$ cat src/rtl/gsi_pkg.sv
package gsi_pkg;
  localparam int unsigned BYTE_W = 8;
  typedef logic [BYTE_W-1:0] byte_t;
  typedef enum logic {SEQ_IDLE = 1'b0, SEQ_TAIL = 1'b1} seq_state_e;
  localparam byte_t BREAK_OFFSET = 8'h80;
  localparam byte_t PRE_RESET    = 8'hE0;
endpackage

$ cat src/rtl/gsi_sync_edge.sv
module gsi_sync_edge #(
  parameter int unsigned N = 8
) (
  input  logic         clk,
  input  logic         rst_n,
  input  logic [N-1:0] pins_i,
  output logic [N-1:0] rise_o,
  output logic [N-1:0] fall_o
);
  logic [N-1:0] meta_q, sync_q, prev_q;

  always_ff @(posedge clk or negedge rst_n) begin
    if (!rst_n) begin
      meta_q <= '0;
      sync_q <= '0;
      prev_q <= '0;
    end else begin
      meta_q <= pins_i;
      sync_q <= meta_q;
      prev_q <= sync_q;
    end
  end

  assign rise_o = sync_q & ~prev_q;
  assign fall_o = ~sync_q & prev_q;
endmodule

$ cat src/rtl/gsi_regfile.sv
module gsi_regfile
  import gsi_pkg::*;
#(
  parameter int unsigned N         = 8,
  parameter logic [7:0]  MAKE_BASE = 8'hD8,
  parameter logic [7:0]  PRE_BASE  = 8'hC8,
  parameter logic [7:0]  EN_ADDR   = 8'hD0
) (
  input  logic                  clk,
  input  logic                  rst_n,
  input  logic [7:0]            addr_i,
  input  logic                  wr_i,
  input  byte_t                 wdata_i,
  output byte_t                 rdata_o,
  output logic [N-1:0][BYTE_W-1:0] make_o,
  output logic [N-1:0][BYTE_W-1:0] pre_o,
  output logic [N-1:0]          pre_en_o
);
  logic [N-1:0][BYTE_W-1:0] make_q, make_d, pre_q, pre_d;
  logic [N-1:0]             en_q, en_d;

  always_comb begin
    make_d  = make_q;
    pre_d   = pre_q;
    en_d    = en_q;
    rdata_o = '0;
    for (int i = 0; i < int'(N); i++) begin
      if (addr_i == 8'(MAKE_BASE + i)) begin
        rdata_o = make_q[i];
        if (wr_i) make_d[i] = wdata_i;
      end
      if (addr_i == 8'(PRE_BASE + i)) begin
        rdata_o = pre_q[i];
        if (wr_i) pre_d[i] = wdata_i;
      end
    end
    if (addr_i == EN_ADDR) begin
      rdata_o = 8'(en_q);
      if (wr_i) en_d = wdata_i[N-1:0];
    end
  end

  always_ff @(posedge clk or negedge rst_n) begin
    if (!rst_n) begin
      make_q <= '0;
      pre_q  <= {N{PRE_RESET}};
      en_q   <= '0;
    end else if (wr_i) begin
      make_q <= make_d;
      pre_q  <= pre_d;
      en_q   <= en_d;
    end
  end

  assign make_o   = make_q;
  assign pre_o    = pre_q;
  assign pre_en_o = en_q;
endmodule

$ cat src/rtl/gsi_pending.sv
module gsi_pending #(
  parameter int unsigned N = 8
) (
  input  logic         clk,
  input  logic         rst_n,
  input  logic [N-1:0] rise_i,
  input  logic [N-1:0] fall_i,
  input  logic [N-1:0] clr_mk_i,
  input  logic [N-1:0] clr_brk_i,
  output logic [N-1:0] mk_o,
  output logic [N-1:0] brk_o,
  output logic [N-1:0] brk_first_o
);
  for (genvar g = 0; g < int'(N); g++) begin : g_pin
    logic mk_q, brk_q, first_q;
    logic mk_d, brk_d, first_d, mk_left, brk_left;

    always_comb begin
      mk_left  = mk_q & ~clr_mk_i[g];
      brk_left = brk_q & ~clr_brk_i[g];
      mk_d     = mk_left | rise_i[g];
      brk_d    = brk_left | fall_i[g];
      first_d  = first_q;
      if (rise_i[g])      first_d = brk_left;   // release older if still pending
      else if (fall_i[g]) first_d = ~mk_left;   // press older if still pending
    end

    always_ff @(posedge clk or negedge rst_n) begin
      if (!rst_n) begin
        mk_q    <= 1'b0;
        brk_q   <= 1'b0;
        first_q <= 1'b0;
      end else begin
        mk_q    <= mk_d;
        brk_q   <= brk_d;
        first_q <= first_d;
      end
    end

    assign mk_o[g]        = mk_q;
    assign brk_o[g]       = brk_q;
    assign brk_first_o[g] = first_q;
  end
endmodule

$ cat src/rtl/gsi_sequencer.sv
module gsi_sequencer
  import gsi_pkg::*;
#(
  parameter int unsigned N = 8
) (
  input  logic                     clk,
  input  logic                     rst_n,
  input  logic [N-1:0]             mk_i,
  input  logic [N-1:0]             brk_i,
  input  logic [N-1:0]             brk_first_i,
  input  logic [N-1:0][BYTE_W-1:0] make_i,
  input  logic [N-1:0][BYTE_W-1:0] pre_i,
  input  logic [N-1:0]             pre_en_i,
  input  logic                     rd_i,
  output logic [N-1:0]             clr_mk_o,
  output logic [N-1:0]             clr_brk_o,
  output byte_t                    obuf_data_o,
  output logic                     obuf_full_o,
  output logic                     tail_pend_o,
  output byte_t                    tail_byte_o
);
  localparam int unsigned IDX_W = (N > 1) ? $clog2(N) : 1;

  seq_state_e        state_q, state_d;
  byte_t             tail_q, tail_d, data_q, data_d;
  logic              full_q, full_d;
  logic [IDX_W-1:0]  sel;
  logic              any, is_brk;
  byte_t             code;

  always_comb begin
    any = |(mk_i | brk_i);
    sel = '0;
    for (int i = int'(N) - 1; i >= 0; i--) begin
      if (mk_i[i] | brk_i[i]) sel = IDX_W'(i);
    end
    is_brk = (mk_i[sel] & brk_i[sel]) ? brk_first_i[sel] : brk_i[sel];
    code   = is_brk ? byte_t'(make_i[sel] + BREAK_OFFSET) : make_i[sel];
  end

  always_comb begin
    state_d   = state_q;
    tail_d    = tail_q;
    data_d    = data_q;
    full_d    = full_q & ~rd_i;
    clr_mk_o  = '0;
    clr_brk_o = '0;
    if (!full_q) begin
      unique case (state_q)
        SEQ_IDLE: begin
          if (any) begin
            if (is_brk) clr_brk_o[sel] = 1'b1;
            else        clr_mk_o[sel]  = 1'b1;
            full_d = 1'b1;
            if (pre_en_i[sel]) begin
              data_d  = pre_i[sel];
              tail_d  = code;
              state_d = SEQ_TAIL;
            end else begin
              data_d = code;
            end
          end
        end
        SEQ_TAIL: begin
          data_d  = tail_q;
          full_d  = 1'b1;
          state_d = SEQ_IDLE;
        end
        default: state_d = SEQ_IDLE;
      endcase
    end
  end

  always_ff @(posedge clk or negedge rst_n) begin
    if (!rst_n) begin
      state_q <= SEQ_IDLE;
      tail_q  <= '0;
      data_q  <= '0;
      full_q  <= 1'b0;
    end else begin
      state_q <= state_d;
      tail_q  <= tail_d;
      full_q  <= full_d;
      if (!full_q) data_q <= data_d;
    end
  end

  assign obuf_data_o = data_q;
  assign obuf_full_o = full_q;
  assign tail_pend_o = (state_q == SEQ_TAIL);
  assign tail_byte_o = tail_q;
endmodule

$ cat src/rtl/gpio_scan_inject.sv
module gpio_scan_inject
  import gsi_pkg::*;
#(
  parameter int unsigned N_PINS    = 8,
  parameter logic [7:0]  MAKE_BASE = 8'hD8,
  parameter logic [7:0]  PRE_BASE  = 8'hC8,
  parameter logic [7:0]  EN_ADDR   = 8'hD0
) (
  input  logic              clk,
  input  logic              rst_n,
  input  logic [N_PINS-1:0] gpio_in,
  input  logic [7:0]        reg_addr,
  input  logic              reg_wr,
  input  logic [7:0]        reg_wdata,
  output logic [7:0]        reg_rdata,
  input  logic              obuf_rd,
  output logic [7:0]        obuf_data,
  output logic              obuf_full
);
  logic [N_PINS-1:0]             rise, fall, mk, brk, brk_first, clr_mk, clr_brk, pre_en;
  logic [N_PINS-1:0][BYTE_W-1:0] make_codes, pre_codes;
  logic                          seq_tail_pend;
  byte_t                         seq_tail_byte;

  gsi_sync_edge #(.N(N_PINS)) u_sync (
    .clk(clk), .rst_n(rst_n), .pins_i(gpio_in), .rise_o(rise), .fall_o(fall)
  );

  gsi_regfile #(.N(N_PINS), .MAKE_BASE(MAKE_BASE), .PRE_BASE(PRE_BASE), .EN_ADDR(EN_ADDR)) u_regs (
    .clk(clk), .rst_n(rst_n), .addr_i(reg_addr), .wr_i(reg_wr), .wdata_i(reg_wdata),
    .rdata_o(reg_rdata), .make_o(make_codes), .pre_o(pre_codes), .pre_en_o(pre_en)
  );

  gsi_pending #(.N(N_PINS)) u_pend (
    .clk(clk), .rst_n(rst_n), .rise_i(rise), .fall_i(fall),
    .clr_mk_i(clr_mk), .clr_brk_i(clr_brk),
    .mk_o(mk), .brk_o(brk), .brk_first_o(brk_first)
  );

  gsi_sequencer #(.N(N_PINS)) u_seq (
    .clk(clk), .rst_n(rst_n), .mk_i(mk), .brk_i(brk), .brk_first_i(brk_first),
    .make_i(make_codes), .pre_i(pre_codes), .pre_en_i(pre_en), .rd_i(obuf_rd),
    .clr_mk_o(clr_mk), .clr_brk_o(clr_brk),
    .obuf_data_o(obuf_data), .obuf_full_o(obuf_full),
    .tail_pend_o(seq_tail_pend), .tail_byte_o(seq_tail_byte)
  );
endmodule

$ cat config.mk
export PLATFORM = sky130hd
export DESIGN_NAME = gpio_scan_inject
export DESIGN_NICKNAME = d
export VERILOG_FILES = /design/src/rtl/gsi_pkg.sv /design/src/rtl/gsi_sync_edge.sv /design/src/rtl/gsi_regfile.sv /design/src/rtl/gsi_pending.sv /design/src/rtl/gsi_sequencer.sv /design/src/rtl/gpio_scan_inject.sv
export SDC_FILE = /design/constraint.sdc
export NUM_CORES = 1
export LEC_CHECK = 0
export BUFFER_PORTS_ARGS = -buffer_cell sky130_fd_sc_hd__buf_2
export CAP_MARGIN = 15
export CORE_MARGIN = 4
export CORE_UTILIZATION = 56
export DETAILED_ROUTE_END_ITERATION = 10
export GPL_TIMING_DRIVEN = 1
export PLACE_DENSITY = 0.83
export SKIP_LAST_GASP = 1
export SLEW_MARGIN = 40
export SYNTH_ARGS = -nofsm -noshare
export SYNTH_HDL_FRONTEND = slang
export SYNTH_SLANG_ARGS = --single-unit
$ cat constraint.sdc
create_clock -name clk -period 2.7 [get_ports clk]
set_clock_uncertainty 0.2 [all_clocks]
set_input_delay 0.135 -clock clk [delete_from_list [all_inputs] [get_ports clk]]
set_output_delay 0.135 -clock clk [all_outputs]
set_load 0.02 [all_outputs]
==> flow_summary_export.csv <==
group,metric,value,unit
clock_network,cts_buffer_depth,3,
clock_network,cts.sinks,202,
pwr,power.share.clock,0.345,
pwr,powerDensity,655,nW/µm²
drt,first_iter_violations,1663,
layout,syn_to_final_growth,34.6,%
clock_network,htree_levels,1,
sta,fin_crit_sh,1.14,
sta,rsz0062_at_grt,"true",
drt,wl_per_cell,26.1,µm
layout,final_util,0.777,
place,routabilityCongestion,1.02,
grt,grt_pass1_wl,52400,µm
floorplanning,die-area,20900,µm²
drt,drcViolationCount,0,
sta,worst_pin_slew,0.679,ns
clock_network,cts_buffers,22,
pwr,p_seq_frac,0.389,
logic_synthesis,synthFlopType,"dfrtp_1",
worst_setup_path,crit_path_start,"u_pend.g_pin[4].brk_q",
sta,period_needed,3.09,ns
worst_setup_path,crit_required,2.89,ns
logic_synthesis,ys_seq_area_frac,0.486,
hold_path,hp-class,"in -> async",
worst_setup_path,reg2reg_from,"u_pend.g_pin[4].brk_q",
sta,hold_ws,0.0233,ns
place,numPortBuffers,44,
grt,grt_start_max_net_pins,79,
pwr,ir_drop,673,µV
place,dp.final_hpwl,23300,µm
clock_network,cts_root_buf,"clkbuf_16",
logic_synthesis,ys_warn_count,0,
pwr,pwr-share-comb,0.266,
clock_network,cts_tree,"built",
run,drv_cap,0,
logic_synthesis,synth_nets,1006,
drt,drtPass1Iterations,7,
logic_synthesis,synth.distinct_cells,76,
logic_synthesis,yosysTopAreaCellShare,0.426,
sta,setup_violations,45,
run_status,failed_checks,"negative setup slack",
layout,nNetsFinal,1225,
logic_synthesis,ys_ff_latch,202,
sta,setup_ws,-0.385,ns
clock_network,path_clk_slew,0.06,ns
drt,wl,37200,µm
drt,viasPerCell,7.00,
worst_setup_path,end_kind,"flip-flop",
pwr,intPower,6.43,mW
sta,hold_violations,0,
floorplanning,initial_core_util,0.577,
logic_synthesis,synthTopCellsByArea,"dfrtp_1 43%, mux2_2 15%, dfstp_2 6.0%",
grt,grt-ovfl-total,0,
worst_setup_path,cp_data_arrival_time,3.28,ns
place,placed_area,11900,µm²
logic_synthesis,syn_inst,962,
floorplanning,core.rowCount,49,
floorplanning,dieHeight,145,µm
logic_synthesis,synth_edf_count,0,
sta,drv_slew,0,
layout,antenna_cells,0,
layout,drive_above_1_share,0.456,
layout,fin_area,14100,µm²
worst_setup_path,criticalPathCategory,"reg -> reg",
drt,final_antenna_net_count,0,
worst_setup_path,crit_fanout,6,
logic_synthesis,ys_top_cells_by_count,"178 x dfrtp_1, 139 x mux2_2, 79 x nand2_1, 61 x nor2_1, 51 x a21oi_1",
floorplanning,die_x,145,µm
pwr,p_leak,6.48,nW
sta,timing.fmax,0.324,GHz
logic_synthesis,yosys.area.top_type,"dfrtp_1",
logic_synthesis,synth_area,10500,µm²
pwr,switchingPower,2.80,mW
clock_network,clk-insertion-delay-late,0.52,ns
grt,gr-usage-all-layers,0.324,
logic_synthesis,syn_avg_cell_area,10.9,µm²
grt,antenna_found_initial,0,
floorplanning,fp.coreArea,18100,µm²
logic_synthesis,synth-async-reset-ratio,1.00,
pwr,p_sw_frac,0.303,
grt,grt_pass1_vias,9434,
sta,slew-limit-headroom,0.547,
logic_synthesis,synth.most_common_cell,"dfrtp_1",
run_status,status,"finished, violations left",
drt,via_count,9987,
floorplanning,ios,45,
worst_setup_path,worstSetupStartpointType,"flip-flop",
critical path, cell delays in order (launching register included):
cell	delay, ns
dfrtp_1	0.42
buf_4	0.19
nor4_4	0.26
buf_4	0.17
o21ai_1	0.10
a32oi_1	0.31
mux2i_2	0.17
o21ai_4	0.30
buf_4	0.21
a31oi_4	0.08
or2_1	0.28
o221ai_1	0.27
stage by stage:
stage / cells / setup WS [ns] / power [mW] / TNS, ns
floorplan: 962 / -0.0936 / 4.43 / -0.671
global placement: 1314 / -0.310 / 5.20 / -5.99
detailed placement: 1314 / -0.400 / 5.25 / -9.37
CTS: 1397 / -0.168 / 8.69 / -3.37
global route: 1426 / -0.440 / 9.52 / -13.57
finish: 1426 / -0.385 / 9.23 / -9.45
per-layer routing:
layer | share of wire | track usage | up-vias
li1 | - | - | 4058
met1 | 0.37 | 0.441 | 4841
met2 | 0.44 | 0.497 | 849
met3 | 0.12 | 0.0634 | 239
met4 | 0.072 | 0.162 | 0
met5 | 0 | 0 | -
path summary, 6_finish.rpt:
path / cells after the start / slack [ns] / end
setup reg to reg: 11 / -0.39 / u_pend.g_pin[6].first_q
hold / removal: 2 / 0.02 / u_seq.obuf_full_o
max in group asynchronous: 3 / 1.48 / u_regs.pre_o[7]
hold reg to reg: 0 / 0.14 / u_sync.sync_q[7]
min in group clk: 2 / 0.07 / u_sync.meta_q[0]
setup / recovery: 11 / -0.39 / u_pend.g_pin[6].first_q
sequential cells by signal, summed over array words and instances (netlist names):
signal	count
u_seq.obuf_full_o	1
u_seq.obuf_data_o	8
u_sync.meta_q	8
u_seq.tail_byte_o	8
u_pend.g_pin.mk_q	8
u_pend.g_pin.first_q	8
u_regs.pre_o	64
u_pend.g_pin.brk_q	8
u_regs.pre_en_o	8
u_regs.make_o	64
u_seq.tail_pend_o	1
u_sync.prev_q	8
u_sync.sync_q	8
what timing repair did:
| action | CTS | global route |
|---|---|---|
| setup buffers | 25 | 31 |
| endpoints found under the hold margin | 306 | 0 |
| pin swaps | 31 | 48 |
| gates cloned | 1 | 1 |
| setup endpoints to repair | 43 | 46 |
| gates resized for setup | 60 | 115 |
| hold buffers | 18 | 0 |
kinds of logic (layout without fill, tap and decap cells):
kind of cell | after synthesis | after routing | synth area share
AO/OA/AOI/OAI | 250 | 250 | 0.170
XOR/XNOR | 1 | 1 | 0.000837
adder cells (fa/ha/maj) | 16 | 16 | 0.0191
buffers and inverters | 79 | 314 | 0.0308
flip-flops | 202 | 202 | 0.486
multiplexers | 164 | 164 | 0.175
AND/OR/NAND/NOR | 250 | 250 | 0.119
placed cells by master, fill, tap and decap left out, types with 9 or more instances in the layout:
cell / instances
mux2_2: 138
nand3_1: 14
nor3_1: 16
buf_6: 25
nor2_1: 44
nand2b_1: 18
o21ai_0: 20
clkbuf_16: 24
and3_1: 12
a21o_1: 10
nor2_4: 9
a21oi_2: 10
ha_1: 16
a21oi_1: 40
buf_2: 38
inv_1: 27
a22oi_1: 17
nand2_1: 73
dfstp_2: 24
dlygate4sd3_1: 18
buf_12: 12
buf_4: 150
dfrtp_1: 176
mux2i_1: 17
o22ai_1: 18
a221o_1: 12
power groups by stage:
stage | sequential (mW) | clock (mW) | combinational (mW)
floorplan | 3.57 | 0 | 0.862
finish | 3.59 | 3.19 | 2.46
detailed placement | 3.58 | 0 | 1.67
CTS | 3.53 | 3.21 | 1.96
global placement | 3.57 | 0 | 1.64
global route | 3.61 | 3.35 | 2.57
layout make-up:
| cell class | instances | area (µm²) |
|---|---|---|
| clock buffers | 34 | 657 |
| clock inverters | 6 | 105 |
| fillers | 1013 | 4050 |
| inverters | 27 | 101 |
| multi-input cells | 681 | 5770 |
| flip-flops and latches | 202 | 5090 |
| well taps | 229 | 287 |
| repair buffers | 247 | 2090 |
(Power assumes the default switching activity.)
